$ cat src/rtl/txerr_pkg.sv
// Shared types for the transmitter error-state interrupt filter.
// Assumes the two-bit state ordering ok < warning < error < bus-off.
package txerr_pkg;

    typedef enum logic [1:0] {
        TXS_OK   = 2'b00,
        TXS_WARN = 2'b01,
        TXS_ERR  = 2'b10,
        TXS_BOFF = 2'b11
    } txs_e;

    typedef enum logic [1:0] {
        SENS_NONE = 2'b00,
        SENS_BOFF = 2'b01,
        SENS_ERR  = 2'b10,
        SENS_ALL  = 2'b11
    } sens_e;

    typedef struct packed {
        logic  en;
        sens_e sens;
    } cfg_t;

    localparam int CFG_W = $bits(cfg_t);

endpackage

$ cat src/rtl/txerr_classify.sv
// Maps the transmit error counter and the bus-off indication onto a
// two-bit state. Purely combinational. Assumes WARN_LVL < ERR_LVL and
// that both levels fit in CNT_W bits.
module txerr_classify
    import txerr_pkg::*;
#(
    parameter int CNT_W    = 8,
    parameter int WARN_LVL = 96,
    parameter int ERR_LVL  = 128
) (
    input  logic [CNT_W-1:0] cnt,
    input  logic             boff,
    output txs_e             state
);
    localparam logic [CNT_W-1:0] WARN_T = CNT_W'(WARN_LVL);
    localparam logic [CNT_W-1:0] ERR_T  = CNT_W'(ERR_LVL);

    // Priority: bus-off, then the error band, then the warning band.
    always_comb begin
        if (boff)
            state = TXS_BOFF;
        else if (cnt >= ERR_T)
            state = TXS_ERR;
        else if (cnt >= WARN_T)
            state = TXS_WARN;
        else
            state = TXS_OK;
    end
endmodule

$ cat src/rtl/txerr_sens_filter.sv
// Decides whether a move from old_s to new_s qualifies under the
// programmed sensitivity code. Combinational. Assumes a caller that
// only asks about a real change when it wants one reported.
module txerr_sens_filter
    import txerr_pkg::*;
(
    input  sens_e sens,
    input  txs_e  old_s,
    input  txs_e  new_s,
    output logic  qualify
);
    logic moved;
    logic boff_edge;
    logic err_edge;

    // Classify the move along the three axes the codes select from.
    always_comb begin
        moved     = (old_s != new_s);
        boff_edge = (old_s == TXS_BOFF) != (new_s == TXS_BOFF);
        err_edge  = old_s[1] != new_s[1];
    end

    // Pick the axis named by the sensitivity code.
    always_comb begin
        unique case (sens)
            SENS_NONE: qualify = 1'b0;
            SENS_BOFF: qualify = boff_edge;
            SENS_ERR:  qualify = err_edge;
            SENS_ALL:  qualify = moved;
            default:   qualify = 1'b0;
        endcase
    end
endmodule

$ cat src/rtl/txerr_cfg_reg.sv
// Sensitivity/enable register. It is held at reset while initialization
// is fully active, and it takes writes only when the handshake is fully
// idle. Assumes synchronous active-low reset.
module txerr_cfg_reg
    import txerr_pkg::*;
(
    input  logic             clk,
    input  logic             rst_n,
    input  logic             init_req,
    input  logic             init_ack,
    input  logic             wr,
    input  logic [CFG_W-1:0] wdata,
    output cfg_t             cfg_q
);
    logic in_init;
    logic wr_ok;

    // Decode the handshake into hold and write-enable conditions.
    always_comb begin
        in_init = init_req && init_ack;
        wr_ok   = wr && !init_req && !init_ack;
    end

    // Register update: reset, init hold, or accepted write.
    always_ff @(posedge clk) begin
        if (!rst_n || in_init)
            cfg_q <= '0;
        else if (wr_ok)
            cfg_q <= cfg_t'(wdata);
    end
endmodule

$ cat src/rtl/txerr_flag_ctrl.sv
// Holds the reported state and the pending flag. The reported state
// follows the live state only while nothing is pending, and a change is
// judged against the reported (possibly frozen) value. A set on the
// same edge as a clear wins.
module txerr_flag_ctrl
    import txerr_pkg::*;
(
    input  logic clk,
    input  logic rst_n,
    input  txs_e live_s,
    input  logic qualify,
    input  logic clr,
    output txs_e rpt_s,
    output logic pend
);
    logic set_ev;

    // A set is only possible while reporting is not frozen.
    always_comb set_ev = !pend && qualify;

    // Reported state: track live value unless an event is pending.
    always_ff @(posedge clk) begin
        if (!rst_n)
            rpt_s <= TXS_OK;
        else if (!pend)
            rpt_s <= live_s;
    end

    // Pending flag: set has priority over a write-one clear.
    always_ff @(posedge clk) begin
        if (!rst_n)
            pend <= 1'b0;
        else if (set_ev)
            pend <= 1'b1;
        else if (clr)
            pend <= 1'b0;
    end
endmodule

$ cat src/rtl/txerr_state_irq.sv
// Top of the transmitter error-state change interrupt filter. It ties
// together the classifier, the sensitivity filter, the configuration
// register and the flag control. Assumes the counter and bus-off inputs
// are synchronous to clk.
module txerr_state_irq
    import txerr_pkg::*;
#(
    parameter int CNT_W    = 8,
    parameter int WARN_LVL = 96,
    parameter int ERR_LVL  = 128
) (
    input  logic             clk,
    input  logic             rst_n,
    input  logic [CNT_W-1:0] tx_err_cnt,
    input  logic             bus_off,
    input  logic             init_req,
    input  logic             init_ack,
    input  logic             cfg_wr,
    input  logic [CFG_W-1:0] cfg_wdata,
    input  logic             clr_wr,
    input  logic             clr_val,
    output logic [1:0]       tx_state,
    output logic             chg_pend,
    output logic             irq
);
    txs_e live_s;
    txs_e rpt_s;
    cfg_t cfg_q;
    logic qualify;
    logic clr;
    logic pend;

    txerr_classify #(
        .CNT_W   (CNT_W),
        .WARN_LVL(WARN_LVL),
        .ERR_LVL (ERR_LVL)
    ) classify_i (
        .cnt  (tx_err_cnt),
        .boff (bus_off),
        .state(live_s)
    );

    txerr_cfg_reg cfg_i (
        .clk     (clk),
        .rst_n   (rst_n),
        .init_req(init_req),
        .init_ack(init_ack),
        .wr      (cfg_wr),
        .wdata   (cfg_wdata),
        .cfg_q   (cfg_q)
    );

    txerr_sens_filter filt_i (
        .sens   (cfg_q.sens),
        .old_s  (rpt_s),
        .new_s  (live_s),
        .qualify(qualify)
    );

    // Write-one-to-clear decode of the flag write port.
    always_comb clr = clr_wr && clr_val;

    txerr_flag_ctrl flag_i (
        .clk    (clk),
        .rst_n  (rst_n),
        .live_s (live_s),
        .qualify(qualify),
        .clr    (clr),
        .rpt_s  (rpt_s),
        .pend   (pend)
    );

    // Output drive: reported state, flag and gated request.
    always_comb begin
        tx_state = rpt_s;
        chg_pend = pend;
        irq      = pend && cfg_q.en;
    end
endmodule

$ cat config.mk
export PLATFORM = sky130hd
export DESIGN_NAME = txerr_state_irq
export DESIGN_NICKNAME = d
export VERILOG_FILES = /design/src/rtl/txerr_pkg.sv /design/src/rtl/txerr_classify.sv /design/src/rtl/txerr_sens_filter.sv /design/src/rtl/txerr_cfg_reg.sv /design/src/rtl/txerr_flag_ctrl.sv /design/src/rtl/txerr_state_irq.sv
export SDC_FILE = /design/constraint.sdc
export NUM_CORES = 1
export LEC_CHECK = 0
export BUFFER_PORTS_ARGS = -buffer_cell sky130_fd_sc_hd__buf_2
export CORE_AREA = 2 2 39 41
export CTS_CLUSTER_DIAMETER = 60
export DETAILED_ROUTE_END_ITERATION = 16
export DIE_AREA = 0 0 41 43
export PLACE_DENSITY = 0.66
export SLEW_MARGIN = 25
export SYNTH_ARGS = -nofsm -noshare
export SYNTH_HDL_FRONTEND = slang
export SYNTH_SLANG_ARGS = --single-unit
$ cat constraint.sdc
create_clock -name clk -period 1.3 [get_ports clk]
set_input_delay 0.13 -clock clk [delete_from_list [all_inputs] [get_ports clk]]
set_output_delay 0.13 -clock clk [all_outputs]
set_load 0.01 [all_outputs]
# Word-level counts from Yosys, hierarchy flattened

Index checks and enable logic that the tools add are counted.

Register bits: 6
Input port bits: 19
Output and inout port bits: 4
Word-level logic and storage cells: 33

Order comparisons: 2
Eq/ne operators: 8
Multiplexer cells: 6
Reduce and logical (&&, ||, !) cells: 13

Operator list:

| operator                                             | number |
|---|---|
| equality test 2 bit (second input constant)          | 4 |
| >= comparator 8 x 7 -> 1 bit (second input constant) | 1 |
| >= comparator 8 bit (second input constant)          | 1 |
| logical AND 1 bit                                    | 6 |
| zero test 1 bit                                      | 4 |
| 2-to-1 mux 2 bit                                     | 2 |
| one-hot mux 1 bit (4 select lines)                   | 1 |
| 2-to-1 mux 1 bit                                     | 3 |
| equality test 2 x 1 -> 1 bit (second input constant) | 1 |
| zero test 2 bit                                      | 1 |
| != test 1 bit                                        | 2 |
| != test 2 bit                                        | 1 |
| nonzero test 2 bit                                   | 1 |
| logical OR 1 bit                                     | 1 |

# Longest topological paths before layout

Gate-level depths: netlist of run 1.

Depth in word-level cells: 9
Depth in mapped cells: 4

# By module

From an unflattened synthesis of run 1, not the netlist that was laid out.

Cell total of the unflattened synthesis: 43
Area, all modules: 362.8 um^2

By module, submodules not included:

| module            | times used | cells an instance | area an instance (um^2) |
|---|---|---|---|
| txerr_cfg_reg     | 1          | 20                | 167.7 |
| txerr_flag_ctrl   | 1          | 9                 | 106.4 |
| txerr_sens_filter | 1          | 9                 | 58.8 |
| txerr_classify    | 1          | 3                 | 17.5 |
| txerr_state_irq   | 1          | 2                 | 12.5 |

# Worst setup path after synthesis of run 1

Ideal clock, no wire load.

Path kind: reg2reg
Start: reg flag_i.rpt_s[1]
End: reg flag_i.pend
Arrival: 944 ps
Required time: 1170 ps
Slack: 226 ps
Stages on the path, launching flop included: 5
Path buffers: 0
Period minus slack after synthesis: 1074 ps
Cell sequence: dfxtp_1 -> o21a_2 -> o21ai_1 -> a311oi_1 -> o41ai_2

Word-level cells in the longest chain between the ends: 5

Ends and longest elaborated chain:

| what                                                   | line                    | text |
|---|---|---|
| from (decl)                                            | txerr_flag_ctrl.sv:13   | `output txs_e rpt_s,` |
| from (signal assigned)                                 | txerr_flag_ctrl.sv:26   | `rpt_s <= live_s;` |
| equality test 2 bit                                    | txerr_sens_filter.sv:19 | `boff_edge = (old_s == TXS_BOFF) != (new_s == TXS_BOFF);` |
| != test 1 bit                                          | txerr_sens_filter.sv:19 |  |
| one-hot mux 1 bit (4 select lines) *                   | txerr_sens_filter.sv:25 | `unique case (sens)` |
| logical AND 1 bit *                                    | txerr_flag_ctrl.sv:19   | `always_comb set_ev = !pend && qualify;` |
| 2-to-1 mux 1 bit or nonzero test 2 bit (tied branches) | -                       |  |
| to (signal assigned)                                   | txerr_flag_ctrl.sv:32   | `pend <= 1'b0;` |
| to (signal assigned)                                   | txerr_flag_ctrl.sv:34   | `pend <= 1'b1;` |
| to (signal assigned)                                   | txerr_flag_ctrl.sv:36   | `pend <= 1'b0;` |
| to (decl)                                              | txerr_flag_ctrl.sv:14   | `output logic pend` |

Mark *: on every way between the ends. The rest lies on a longest branch, timed or not.
A chain may end at the register's enable or synchronous reset.

# Worst setup path after layout of run 1

Start: reg flag_i.pend
End: out irq

Word-level cells in the longest chain between the ends: 1

Ends and longest elaborated chain:

| what              | line                  | text |
|---|---|---|
| logical AND 1 bit | txerr_state_irq.sv:77 | `irq = pend && cfg_q.en;` |
| to (decl)         | txerr_state_irq.sv:24 | `output logic irq` |

No other way between the ends.

==> results of run 1 <==
cells by family after synthesis:
| group | after synthesis | synth area share |
|---|---|---|
| and+or+nand+nor | 19 | 0.3050 |
| xor gates and xnor gates | 1 | 0.02483 |
| buffers and inverters | 3 | 0.03191 |
| DFF | 6 | 0.3404 |
| AOI/OAI and AO/OA | 14 | 0.2979 |
flip-flops by register name, indices dropped and copies added (netlist names):
name          count
cfg_i.cfg_q       3
flag_i.rpt_s      2
flag_i.pend       1
power groups by stage:
| stage | logic, uW | registers [uW] | clock network [uW] |
|---|---|---|---|
| 2_1_floorplan | 39.3 | 209 | 0 |
| 3_3_place_gp | 77.1 | 208 | 0 |
| 3_5_place_dp | 78.7 | 208 | 0 |
| 4_1_cts | 79.1 | 204 | 178 |
| 5_1_grt | 86.7 | 206 | 187 |
| 6_report | 78.3 | 204 | 173 |
layout by cell type, fill, tap and decap left out, drive strengths merged, types with 2 or more instances in the layout:
cell type / synthesis / final
nor3: 3 / 3
inv: 3 / 3
nor2b: 2 / 2
o21a: 2 / 2
a21oi: 5 / 5
buf: 0 / 17
and2: 2 / 2
clkbuf: 0 / 3
dfxtp: 6 / 6
nand2: 7 / 7
nor2: 2 / 2
a22o: 3 / 3
layout make-up:
cell class              count  area (um2)  share of cell area
flip-flops and latches      6       120.1              0.2500
clock buffers               3       22.52             0.04687
well taps                  16       20.02             0.04167
repair buffers             17       85.08              0.1771
inverters                   3       11.26             0.02344
multi-input cells          34       221.5              0.4609
per-stage QoR:
stage	util	power (uW)	setup WS, ns	cells	hold WS, ns
6_report	0.3472	455.8	0.1841	79	0.1418
5_1_grt	0.3472	480.2	0.05448	79	0.1488
4_1_cts	0.3472	461.9	0.1655	79	0.1432
3_5_place_dp	0.3309	286.4	0.1655	76	0.4017
3_3_place_gp	0.3309	284.9	0.1931	76	0.3915
2_1_floorplan	-	247.9	0.2263	43	0.2770
worst paths after layout:
path	startpoint	to	slack, ns
worst max-delay path	flag_i.pend	irq	0.18
worst min register to register	cfg_i.cfg_q[2]	cfg_i.cfg_q[2]	0.47
worst max register to register	flag_i.rpt_s[1]	flag_i.pend	0.20
worst min-delay path	rst_n	flag_i.pend	0.14
metal layers:
| metal | global-route usage | vias to the layer above | routed length [um] |
|---|---|---|---|
| met4 | 0.1200 | 0 | 14 |
| met5 | 0 | - | 0 |
| li1 | - | 194 | - |
| met2 | 0.1281 | 19 | 346 |
| met1 | 0.1222 | 142 | 348 |
| met3 | 0.01571 | 2 | 75 |
worst reg2reg max path: stages, from the launching register on:
cell	delay, ns
dfxtp_1	0.34
nor3_1	0.19
o21ai_1	0.08
a311oi_1	0.27
o41ai_2	0.11
==> impl_results.md, run 1 <==
- Synth Net Count: 62
- Routed wire length: 785 um
- Gpl congestion: 0.6454
- RSZ-0062 raised after global routing: no
- Wire per inst: 9.937 um
- Grt ovf: 0
- Crit-path max FO: 8
- Starting Density: 0.2550
- Hold Path Depth: 3
- Cell Chain, Critical Path: and2_1 > buf_2
- # fillers: 150
- Clock share of power: 0.380
- Post-synth EDFFs: 0
- H-Tree Depth: 1
- P_leak: 0.0002316 uW
- Period utilization: 0.8584
- Via density: 4.519
- CP max stage cell: dfxtp_1
- Part of the power in registers: 0.448
- Worst-Margin Slew: 0.2986 ns
- Nets: 84
- Post-synthesis instance area: 352.8 um2
- Port Buf Inserts: 17
- Final hold vios: 0
- Final setup fails: 0
- Clk buf depth: 2
- Die span in y: 43 um
- DR iter-0 viols: 5
- CTS tree: yes
- Hpwl dp: 630 um
- Root buffer selected by CTS: clkbuf_4
- Power density cells: 948.7 nW/um2
- Syn. warnings: 0
- Minimum clock period: 1.116 ns
- Critical path class: reg -> out
- Routed Antenna Nets: 0
- Vias in the first global route: 295
- Crit path DAT: 0.99 ns
- Die Width: 41 um
- Switching pwr: 115.8 uW
- DIE AREA: 1763 um2
- Area share of the largest cell type after synthesis: 0.3404
- First-pass GRT wire length: 1110 um
- Internal power: 340.0 uW
- Largest net degree at the start of global routing: 9
- Most numerous cell in the Yosys netlist: nand2_1
- Top cells by count, synth: nand2_1 (7), dfxtp_1 (6), a21oi_1 (5)
- CP required: 1.17 ns
- Top post-synthesis cells by area: dfxtp_1 (34%), nand2_1 (7.4%), a22o_1 (7.4%), a21oi_1 (7.1%), nand3b_4 (5.7%)
- Hold Buf Count CTS: 0
- Synth Area per Inst: 8.206 um2
- Synth cell types: 20
- Core area: 1384 um2
- Setup Skew: 0.001468 ns
- Post-synth top area cell: dfxtp_1
- Post-route setup TNS: 0 ns
- Boundary Pins: 23
- Max-slew violations: 0
- Post-Syn Instances: 43
- Max-slew headroom: 0.7996
- Initial antenna violation count: 0
- Max Cap Viol: 0
- Family with the most delay on the worst path: flip-flops
- Worst setup SP type: register
- Ant. Diodes: 0
- DR DRC count: 0
- CP endpoint kind: output port
- R2R depth: 4
- Clk_lat worst skew: 0.25 ns
- Buffers & Inverters on Critical Path: 1
- All-layer global routing usage: 0.1004
- Post-CTS sizing: 0
- Share of layout cells above drive strength 1: 0.3810
- Synth Flop Type: dfxtp_1
- Achievable Freq: 896.1 MHz
- Status: finished clean
- Placed Area: 457.9 um2
- Slowest Stage Delay on Critical Path: 0.46 ns
- Sequential cell area fraction in the yosys report: 0.3404
- Sw Share: 0.2541
- Clk pin slew, worst setup/hold paths: 0.04 ns
- Setup bufs post-CTS: 0
- First drt pass iteration count: 4
- Row count: 14
- CTS sink count: 6
- Design area: 480.5 um2
- DR vias: 357
- Hold WC Path Type: in -> reg
- VDD IR-drop max: 0.0002521 V
- WP depth: 2
- CTS buffer count: 3
- Async set-reset flop share out of synthesis: 0
- Area grow syn2layout: 36.17%
- #FFs+latches synth: 6
- Logic pwr share: 0.172
Note: power is estimated with default switching activity, not from simulation.
==> inputs of run 2 (changes only) <==
--- a/config.mk
+++ b/config.mk
@@ -10,7 +10,7 @@
 export CTS_CLUSTER_DIAMETER = 60
 export DETAILED_ROUTE_END_ITERATION = 16
 export DIE_AREA = 0 0 41 43
-export PLACE_DENSITY = 0.66
+export PLACE_DENSITY = 0.68
 export SLEW_MARGIN = 25
 export SYNTH_ARGS = -nofsm -noshare
 export SYNTH_HDL_FRONTEND = slang
==> constraint.sdc (replaced) <==
create_clock -name clk -period 1 [get_ports clk]
set_input_delay 0.1 -clock clk [delete_from_list [all_inputs] [get_ports clk]]
set_output_delay 0.1 -clock clk [all_outputs]
set_load 0.05 [all_outputs]
==> impl_results.md, run 2 (synthesis gave the netlist of run 1 again) <==
- Hold Buf Count CTS: 0 (unchanged)
- R2R setup slack: -0.04 ns (was 0.20 ns)
- CTS sink count: 6 (unchanged)
- Clk pin slew, worst setup/hold paths: 0.04 ns (about the same)
- Failing checks: setup timing
- Max-slew headroom: 0.8414 (was 0.7996)
- Critical path class: reg -> reg (was reg -> out)
- DR DRC count: 0 (unchanged)
- Logic pwr share: 0.245 (was 0.172)
- Core area: 1384 um2 (unchanged)
- Via density: 4.624 (was 4.519)
- Boundary Pins: 23 (unchanged)
- Row count: 14 (unchanged)
- VDD IR-drop max: 0.0005201 V (was 0.0002521 V)
- Achievable Freq: 963.0 MHz
- Internal power: 458.3 uW (was 340.0 uW)
- Die Width: 41 um (unchanged)
- Share of layout cells above drive strength 1: 0.6087 (was 0.3810)
- DR vias: 393 (was 357)
- Nets: 90 (was 84)
- Final hold vios: 0 (unchanged)
- Routed Antenna Nets: 0 (unchanged)
- Largest register FFs: 3 (unchanged)
- Part of the power in registers: 0.416 (was 0.448)
- RSZ-0062 raised after global routing: yes (was no)
- Area grow syn2layout: 65.60% (was 36.17%)
- Minimum clock period: 1.038 ns
- Final setup fails: 1 (was 0)
- CP endpoint kind: register (was output port)
- # fillers: 147 (was 150)
- Max Cap Viol: 0 (unchanged)
- R2R depth: 4 (unchanged)
- Commonest non-fill, non-tap cell in the layout: buf_2 (unchanged)
- Max-slew violations: 0 (unchanged)
- Ant. Diodes: 0 (unchanged)
- CTS buffer count: 3 (unchanged)
- Hold Path Depth: 3 (unchanged)
- Root buffer selected by CTS: clkbuf_4 (unchanged)
- First-pass GRT wire length: 1359 um (was 1110 um)
- Clock share of power: 0.339 (was 0.380)
- Starting Density: 0.2550 (unchanged)
- Initial antenna violation count: 0 (unchanged)
- Period utilization: 1.038
- H-Tree Depth: 1 (unchanged)
- Setup ws final: -0.03845 ns (was 0.1841 ns)
- Worst-Margin Slew: 0.2380 ns (was 0.2986 ns)
- Clk_lat worst skew: 0.24 ns (was 0.25 ns)
- Setup Skew: 0.002505 ns (was 0.001468 ns)
- All-layer global routing usage: 0.1187 (was 0.1004)
- Switching pwr: 177.4 uW (was 115.8 uW)
- Hold WS: 0.1166 ns (was 0.1418 ns)
- CP max stage cell: dfxtp_4 (was dfxtp_1)
- DR iter-0 viols: 1 (was 5)
- Clk buf depth: 2 (unchanged)
- Pre-CTS setup slack: -0.09034 ns (was 0.1655 ns)
- Slowest Stage Delay on Critical Path: 0.36 ns (was 0.46 ns)
- Crit path DAT: 1.18 ns (was 0.99 ns)
- Hold WC Path Type: in -> reg (unchanged)
- Top flop regs: cfg_i.cfg_q: 3 flops, flag_i.rpt_s: 2 flops, flag_i.pend: 1 flops (unchanged)
- Cell Chain, Critical Path: nand2b_4 > a21oi_2 > a311oi_2 > o41ai_2 (was and2_1 > buf_2)
- Sw Share: 0.2791 (was 0.2541)
- Gpl congestion: 0.6482 (was 0.6454)
- Port Buf Inserts: 17 (unchanged)
- Grt ovf: 0 (unchanged)
- Die span in y: 43 um (unchanged)
- CTS tree: yes (unchanged)
- Design area: 584.3 um2 (was 480.5 um2)
- Worst setup SP type: register (unchanged)
- DIE AREA: 1763 um2 (unchanged)
- Crit-path max FO: 5 (was 8)
- First drt pass iteration count: 4 (unchanged)
- Most flop-heavy register: cfg_i.cfg_q (unchanged)
- Placed Area: 500.5 um2 (was 457.9 um2)
- Routed wire length: 891 um (was 785 um)
- Status: finished with violations (was finished clean)
- Largest net degree at the start of global routing: 9 (unchanged)
- Vias in the first global route: 362 (was 295)
- Hpwl dp: 651.3 um (was 630 um)
- CP required: 1.14 ns (was 1.17 ns)
- P_leak: 0.0002758 uW (was 0.0002316 uW)
- Commonest non-fill, non-tap cells in the layout: buf_2 (16), nand2_1 (6), buf_4 (5) (was buf_2 (17), nand2_1 (7), dfxtp_1 (6))
- Post-route setup TNS: -0.03845 ns (was 0 ns)
- Wire per inst: 10.48 um (was 9.937 um)
- Power density cells: 1088 nW/um2 (was 948.7 nW/um2)
## run 2: path summary, 6_finish.rpt
path / endpoint / from
max: flag_i.pend / flag_i.rpt_s[0]
min: flag_i.pend / rst_n
max reg2reg: flag_i.pend / flag_i.rpt_s[0]
min reg2reg: cfg_i.cfg_q[2] / cfg_i.cfg_q[2]
## run 2: per-stage QoR
step,util,total power (uW),std cells
floorplan,-,348.8,43
finish,0.4222,635.8,85
CTS,0.4096,643.6,84
global route,0.4222,679.5,85
global placement,0.3617,408.7,81
detailed placement,0.3617,410.6,81
## run 2: worst max-delay path, delay by kind of cell (launching register included)
| family | cells | cell delay, ns |
|---|---|---|
| AO/OA/AOI/OAI | 3 | 0.45 |
| flip-flops | 1 | 0.36 |
| AND/OR/NAND/NOR | 1 | 0.14 |
## run 2: final cells by class
type / count / area [um2] / share of cell area
repair buffers: 23 / 143.9 / 0.2463
well taps: 16 / 20.02 / 0.03426
clock buffers: 3 / 22.52 / 0.03854
multi-input cells: 34 / 252.7 / 0.4325
flip-flops and latches: 6 / 133.9 / 0.2291
inverters: 3 / 11.26 / 0.01927
## run 2: power by group through the flow
stage	Combinational (uW)	Sequential, uW	Clock [uW]
4_1_cts	151	267	226
3_5_place_dp	141	270	0
6_report	156	264	216
2_1_floorplan	51.5	297	0
5_1_grt	169	266	245
3_3_place_gp	139	270	0
## run 2: layer usage
metal  share of wire  GRT usage
met1            0.47     0.1392
met2            0.43     0.1594
met3           0.082    0.06283
met4           0.016    0.08000
met5               0          0
## run 2: timing repair
action                     CTS  global route
gates resized for setup     11             5
pin swaps                    1             1
buffers inserted             0             1
setup endpoints to repair    3             6
hold endpoints to repair     0             0
